===== src/rtl/fsm_equiv_pkg.sv =====
package fsm_equiv_pkg;
  typedef enum logic [2:0] {
    ST_IDLE,
    ST_SEED,
    ST_POP,
    ST_EXP,
    ST_DONE
  } eng_state_t;
endpackage


===== src/rtl/fsm_table.sv =====
module fsm_table #(
  parameter int SW = 3
) (
  input  logic          clk,
  input  logic          we,
  input  logic [SW-1:0] wa_state,
  input  logic          wa_in,
  input  logic [SW-1:0] wd_next,
  input  logic          wd_out,
  input  logic [SW-1:0] ra_state,
  input  logic          ra_in,
  output logic [SW-1:0] rd_next,
  output logic          rd_out
);
  localparam int ENTRIES = 1 << (SW + 1);

  logic [SW:0] mem [ENTRIES];

  always_ff @(posedge clk) begin
    if (we) mem[{wa_state, wa_in}] <= {wd_next, wd_out};
  end

  assign rd_next = mem[{ra_state, ra_in}][SW:1];
  assign rd_out  = mem[{ra_state, ra_in}][0];
endmodule


===== src/rtl/pair_queue.sv =====
module pair_queue #(
  parameter int W     = 6,
  parameter int DEPTH = 64
) (
  input  logic         clk,
  input  logic         rst,
  input  logic         clr,
  input  logic         push,
  input  logic [W-1:0] push_data,
  input  logic         pop,
  output logic [W-1:0] head,
  output logic         empty,
  output logic [$clog2(DEPTH+1)-1:0] count
);
  localparam int AW = (DEPTH > 1) ? $clog2(DEPTH) : 1;
  localparam int CW = $clog2(DEPTH + 1);

  logic [W-1:0]  mem [DEPTH];
  logic [AW-1:0] wr_ptr, rd_ptr;
  logic [CW-1:0] cnt;

  function automatic logic [AW-1:0] bump(input logic [AW-1:0] p);
    return (p == AW'(DEPTH - 1)) ? '0 : p + 1'b1;
  endfunction

  always_ff @(posedge clk) begin
    if (push) mem[wr_ptr] <= push_data;
  end

  always_ff @(posedge clk) begin
    if (rst || clr) begin
      wr_ptr <= '0;
      rd_ptr <= '0;
      cnt    <= '0;
    end else begin
      if (push) wr_ptr <= bump(wr_ptr);
      if (pop)  rd_ptr <= bump(rd_ptr);
      case ({push, pop})
        2'b10:   cnt <= cnt + 1'b1;
        2'b01:   cnt <= cnt - 1'b1;
        default: cnt <= cnt;
      endcase
    end
  end

  assign head  = mem[rd_ptr];
  assign empty = (cnt == '0);
  assign count = cnt;
endmodule


===== src/rtl/visited_map.sv =====
module visited_map #(
  parameter int W = 6
) (
  input  logic         clk,
  input  logic         rst,
  input  logic         clr,
  input  logic         set,
  input  logic [W-1:0] idx,
  output logic         hit
);
  localparam int N = 1 << W;

  logic [N-1:0] bits;

  always_ff @(posedge clk) begin
    if (rst || clr)  bits      <= '0;
    else if (set)    bits[idx] <= 1'b1;
  end

  assign hit = bits[idx];
endmodule


===== src/rtl/fsm_equiv_engine.sv =====
module fsm_equiv_engine #(
  parameter int S1W = 3,
  parameter int S2W = 3,
  parameter int WW  = (S1W > S2W) ? S1W : S2W
) (
  input  logic              clk,
  input  logic              rst,
  input  logic              wr_en,
  input  logic              wr_sel,
  input  logic [WW-1:0]     wr_state,
  input  logic              wr_in,
  input  logic [WW-1:0]     wr_next,
  input  logic              wr_out,
  input  logic              start,
  input  logic [(1<<S1W)-1:0] start_mask1,
  input  logic [(1<<S2W)-1:0] start_mask2,
  output logic              busy,
  output logic              done,
  output logic              equivalent,
  output logic [S1W-1:0]    mismatch_s1,
  output logic [S2W-1:0]    mismatch_s2,
  output logic              mismatch_in
);
  import fsm_equiv_pkg::*;

  localparam int N1    = 1 << S1W;
  localparam int N2    = 1 << S2W;
  localparam int PW    = S1W + S2W;
  localparam int DEPTH = N1 * N2;
  localparam int CW    = $clog2(DEPTH + 1);

  eng_state_t       st;
  logic             busy_q, done_q, eq_q;
  logic [S1W-1:0]   ms1_q;
  logic [S2W-1:0]   ms2_q;
  logic             min_q;
  logic [N1-1:0]    m1_q;
  logic [N2-1:0]    m2_q;
  logic [PW-1:0]    seed_idx;
  logic             cur_in;

  logic             start_ok;
  logic [PW-1:0]    head;
  logic             q_empty;
  logic [CW-1:0]    q_count;
  logic             q_push, q_pop;
  logic [PW-1:0]    q_data;
  logic             vis_hit;
  logic [S1W-1:0]   s1, n1, seed_s1;
  logic [S2W-1:0]   s2, n2, seed_s2;
  logic             o1, o2;
  logic             in_seed, in_exp, outs_differ, seed_hit;

  assign start_ok = start && !busy_q;
  assign s1       = head[PW-1:S2W];
  assign s2       = head[S2W-1:0];
  assign seed_s1  = seed_idx[PW-1:S2W];
  assign seed_s2  = seed_idx[S2W-1:0];
  assign in_seed  = (st == ST_SEED);
  assign in_exp   = (st == ST_EXP);
  assign seed_hit = m1_q[seed_s1] && m2_q[seed_s2];
  assign outs_differ = (o1 != o2);
  assign q_data   = in_seed ? seed_idx : {n1, n2};
  assign q_push   = (in_seed && seed_hit) || (in_exp && !outs_differ && !vis_hit);
  assign q_pop    = in_exp && !outs_differ && cur_in;

  fsm_table #(.SW(S1W)) u_tab1 (
    .clk(clk), .we(wr_en && !busy_q && !wr_sel),
    .wa_state(wr_state[S1W-1:0]), .wa_in(wr_in),
    .wd_next(wr_next[S1W-1:0]), .wd_out(wr_out),
    .ra_state(s1), .ra_in(cur_in), .rd_next(n1), .rd_out(o1)
  );

  fsm_table #(.SW(S2W)) u_tab2 (
    .clk(clk), .we(wr_en && !busy_q && wr_sel),
    .wa_state(wr_state[S2W-1:0]), .wa_in(wr_in),
    .wd_next(wr_next[S2W-1:0]), .wd_out(wr_out),
    .ra_state(s2), .ra_in(cur_in), .rd_next(n2), .rd_out(o2)
  );

  pair_queue #(.W(PW), .DEPTH(DEPTH)) u_queue (
    .clk(clk), .rst(rst), .clr(start_ok),
    .push(q_push), .push_data(q_data), .pop(q_pop),
    .head(head), .empty(q_empty), .count(q_count)
  );

  visited_map #(.W(PW)) u_seen (
    .clk(clk), .rst(rst), .clr(start_ok),
    .set(q_push), .idx(q_data), .hit(vis_hit)
  );

  always_ff @(posedge clk) begin
    if (rst) begin
      st       <= ST_IDLE;
      busy_q   <= 1'b0;
      done_q   <= 1'b0;
      eq_q     <= 1'b0;
      ms1_q    <= '0;
      ms2_q    <= '0;
      min_q    <= 1'b0;
      m1_q     <= '0;
      m2_q     <= '0;
      seed_idx <= '0;
      cur_in   <= 1'b0;
    end else if (start_ok) begin
      st       <= ST_SEED;
      busy_q   <= 1'b1;
      done_q   <= 1'b0;
      eq_q     <= 1'b0;
      ms1_q    <= '0;
      ms2_q    <= '0;
      min_q    <= 1'b0;
      m1_q     <= start_mask1;
      m2_q     <= start_mask2;
      seed_idx <= '0;
      cur_in   <= 1'b0;
    end else begin
      case (st)
        ST_SEED: begin
          seed_idx <= seed_idx + 1'b1;
          if (seed_idx == PW'(DEPTH - 1)) st <= ST_POP;
        end
        ST_POP: begin
          if (q_empty) begin
            st     <= ST_DONE;
            busy_q <= 1'b0;
            done_q <= 1'b1;
            eq_q   <= 1'b1;
          end else begin
            st     <= ST_EXP;
            cur_in <= 1'b0;
          end
        end
        ST_EXP: begin
          if (outs_differ) begin
            st     <= ST_DONE;
            busy_q <= 1'b0;
            done_q <= 1'b1;
            eq_q   <= 1'b0;
            ms1_q  <= s1;
            ms2_q  <= s2;
            min_q  <= cur_in;
          end else if (cur_in) begin
            st <= ST_POP;
          end else begin
            cur_in <= 1'b1;
          end
        end
        default: st <= st;
      endcase
    end
  end

  assign busy        = busy_q;
  assign done        = done_q;
  assign equivalent  = eq_q;
  assign mismatch_s1 = ms1_q;
  assign mismatch_s2 = ms2_q;
  assign mismatch_in = min_q;
endmodule


===== config.mk =====
export PLATFORM = sky130hd
export DESIGN_NAME = fsm_equiv_engine
export DESIGN_NICKNAME = d
export VERILOG_FILES = /design/src/rtl/fsm_equiv_pkg.sv /design/src/rtl/fsm_table.sv /design/src/rtl/pair_queue.sv /design/src/rtl/visited_map.sv /design/src/rtl/fsm_equiv_engine.sv
export SDC_FILE = /design/constraint.sdc
export NUM_CORES = 1
export LEC_CHECK = 0
export BUFFER_PORTS_ARGS = -buffer_cell sky130_fd_sc_hd__buf_4
export CORE_ASPECT_RATIO = 1.25
export CORE_MARGIN = 5
export CORE_UTILIZATION = 60
export CTS_BUF_LIST = sky130_fd_sc_hd__clkbuf_4 sky130_fd_sc_hd__clkbuf_8
export CTS_CLUSTER_SIZE = 14
export DETAILED_ROUTE_END_ITERATION = 10
export PLACE_DENSITY = 0.73
export SLEW_MARGIN = 0
export SYNTH_ARGS = -nofsm -noshare
export SYNTH_HDL_FRONTEND = slang
export SYNTH_HIERARCHICAL = 1
export SYNTH_SLANG_ARGS = --single-unit

===== constraint.sdc =====
create_clock -name clk -period 21.1 [get_ports clk]
set_clock_uncertainty 0.1 [all_clocks]
set_input_delay 4.22 -clock clk [delete_from_list [all_inputs] [get_ports clk]]
set_output_delay 4.22 -clock clk [all_outputs]
set_load 0.005 [all_outputs]

==> metrics.yaml <==
globalplace.congestion: 0.8889
fillerInstances: 2902
placementRows: 85
rsz0062_at_grt: "false"
cts_hold_buf: 0
dieHeight_um: 242.4
initial_core_util_pct: 60.46
antenna_found_initial: 1
clk_pin_slew_ns: 0.06
drive_gt1_share_pct: 19.46
status: "finished clean"
combPwrFrac_pct: 2.0
yosysSeqAreaShare_pct: 68.99
power.leakage_nw: 9.028
cts-root-buf: "clkbuf_8"
period_share_pct: 44.02
fin_nets: 1714
power.share.clock_pct: 40.5
hp-class: "reg -> reg"
cp-start-kind: "flop"
intPower_w: 0.001872
postRouteAntennaNets: 0
cts_buffer_depth: 3
cts-buffers-inserted: 94
async_flop_share_pct: 0
syn-num-nets: 1663
synth-main-ff-cell: "edfxtp_1"
synth.distinct_cells: 81
clk_latency_ns: 0.67
grt_overflow_total: 0
drv_cap: 0
avgRoutedWirePerCell_um: 23.81
synthMostInstantiatedCell: "edfxtp_1"
ir_worst_vdd_mv: 0.07998
num_vias: 14510
grt_util_all_layers_pct: 23.27
ys_seq_elements: 637
setup_viol: 0
yosysTopAreaCell: "edfxtp_1"
grt_max_degree: 95
grt_pass1_vias: 14880
syn_area_per_cell_um2: 15.92
drv_slew: 0
portBuffers: 38
path_class: "reg -> reg"
powerDensity_nw_per_um2: 83.35
slew_headroom_pct: 23.38
grt_pass1_wl_mm: 85.65
cp.required_ns: 21.58
critPathCaptureType: "flop"
synth_top_area_share_pct: 59.33
coreArea_um2: 42860
fp.dieW_um: 195.9
tightest_slew_ns: 1.146
fin_tns_setup_ns: 0
finalHoldViolCount: 0
layout_min_cycle_time_ns: 9.289
hpwl_mm: 33.85
syn_inst: 1628
synthTopCellsByCount: "edfxtp_1 (512), nor2_1 (213), dfxtp_1 (125)"
cts_tree: "done"
drtIter0Drc: 1260
critPathMaxFanout: 83
p_sw_w: 0.0004890
die_area_um2: 47470
synth_edf_count: 512
drc_errors: 0
p_seq_share_pct: 57.5
area_growth_pct: 9.290
cts_setup_buffers: 0
whs_ns: 0.3533
swShare_pct: 20.72
max_freq_mhz: 107.7
wirelength_mm: 55.08
cts.repair.resized: 0
r2r_slack_ns: 11.81
ys_warn_count: 6
htree_levels: 3
pin_count: 39
clock-sinks: 637
vias_per_cell: 6.274
ys_top_cells_by_area: "edfxtp_1 (59%), dfxtp_1 (9.7%), mux4_2 (7.9%), mux4_1 (3.9%), nor2_1 (3.1%)"
syn_area_um2: 25910
drt_pass1_iterations: 5
cp_data_arrival_time_ns: 9.77
## path summary, 6_finish.rpt
kind,startpoint,to,cells after the start
max,flop,u_queue/count[6],26
min,m1_q[1],m1_q[1],2
max reg2reg,flop,u_queue/count[6],26
min reg2reg,m1_q[1],m1_q[1],2
## worst max-delay path, stage by stage, from the launching register on
cell      delay [ns]
dfxtp_4         0.74
buf_4           0.66
clkinv_1        0.47
nand3_1         0.17
o211ai_1        0.11
o311a_1         0.34
a31oi_2         0.92
mux4_2          0.39
a22oi_1         0.08
nand3_1         0.10
mux2_2          0.14
buf_4           0.69
nor2b_1         0.39
a221oi_1        0.39
o221ai_1        0.18
a22oi_1         0.20
nand4_1         0.16
o32ai_2         0.58
inv_1           0.29
ha_1            0.47
xor2_1          0.22
ha_1            0.23
a21oi_1         0.28
a21oi_1         0.14
o22a_1          0.21
or3_1           0.30
a21oi_1         0.13
## power by group through the flow
stage	clock network, W	logic [W]	registers, W
CTS	0.000975	0.0000472	0.00136
global placement	0	0.0000463	0.00138
detailed placement	0	0.0000471	0.00138
finish	0.000955	0.0000470	0.00136
floorplan	0	0.0000277	0.00138
global route	0.00104	0.0000513	0.00136
## final cells by class
| cell class | instances | area [um2] | share of cell area, % |
|---|---|---|---|
| clock inverters | 37 | 224.0 | 0.7908 |
| inverters | 11 | 41.29 | 0.1458 |
| clock buffers | 127 | 1592 | 5.620 |
| multi-input cells | 887 | 7503 | 26.49 |
| well taps | 565 | 706.9 | 2.496 |
| repair buffers | 48 | 360.3 | 1.272 |
| flip-flops and latches | 637 | 17890 | 63.17 |
| diodes | 1 | 2.502 | 0.008836 |
## logic make-up after synthesis
| group | share of synthesized area [%] |
|---|---|
| adders and majority gates | 0.2897 |
| and+or+nand+nor | 8.508 |
| buffers and inverters | 2.124 |
| AOI/OAI and AO/OA | 4.800 |
| DFF | 68.99 |
| muxes | 14.68 |
| xor gates and xnor gates | 0.6084 |
## cells in the final DEF, fill, tap and decap left out, drive strengths merged, types with 5 or more instances in the layout
cell / netlist / final
a22oi: 15 / 15
inv: 10 / 13
mux2i: 55 / 55
a21oi: 90 / 90
nor3b: 7 / 7
nand4: 13 / 13
xor2: 16 / 16
dfxtp: 125 / 125
buf: 54 / 48
o211ai: 6 / 6
nand2b: 15 / 15
nand3: 37 / 37
nand2: 93 / 93
ha: 6 / 6
and3: 5 / 5
nor3: 18 / 18
edfxtp: 512 / 512
nor2: 216 / 216
clkinv: 1 / 32
or3: 7 / 7
a211oi: 7 / 7
a221oi: 10 / 10
nor2b: 24 / 24
and3b: 5 / 5
clkbuf: 39 / 127
mux4: 129 / 129
o21ai: 15 / 15
nand3b: 7 / 7
or4: 6 / 6
mux2: 18 / 18
a31oi: 12 / 12
## sequential cells by signal (all words and copies together), names as in the netlist, 6 cells and up, named ones only
register        cells
u_queue/rd_ptr      6
seed_idx            6
u_queue/count       7
u_queue/mem       384
m2_q                8
u_queue/wr_ptr      6
u_tab1/mem         64
u_tab2/mem         64
m1_q                8
u_seen/bits        64
## metal layers
metal / part of all wire [%] / vias up / track usage (%)
met1: 39 / 7331 / 30.87
li1: - / 6467 / -
met3: 6.7 / 114 / 4.159
met5: 0 / - / 0
met2: 51 / 599 / 39.27
met4: 2.8 / 0 / 7.991
## metrics by stage
| step | area (um2) | utilization [%] | setup WS (ns) | std cells | power (W) |
|---|---|---|---|---|---|
| 4_1_cts | 28320 | 66.07 | 11.86 | 2312 | 0.002381 |
| 6_report | 28320 | 66.08 | 11.81 | 2313 | 0.002361 |
| 3_5_place_dp | 26500 | 61.84 | 11.93 | 2148 | 0.001432 |
| 5_1_grt | 28320 | 66.08 | 11.07 | 2313 | 0.002445 |
| 3_3_place_gp | 26500 | 61.84 | 12.24 | 2148 | 0.001431 |
| 2_1_floorplan | 25910 | - | 13.86 | 1628 | 0.001412 |
(Power assumes the default switching activity.)
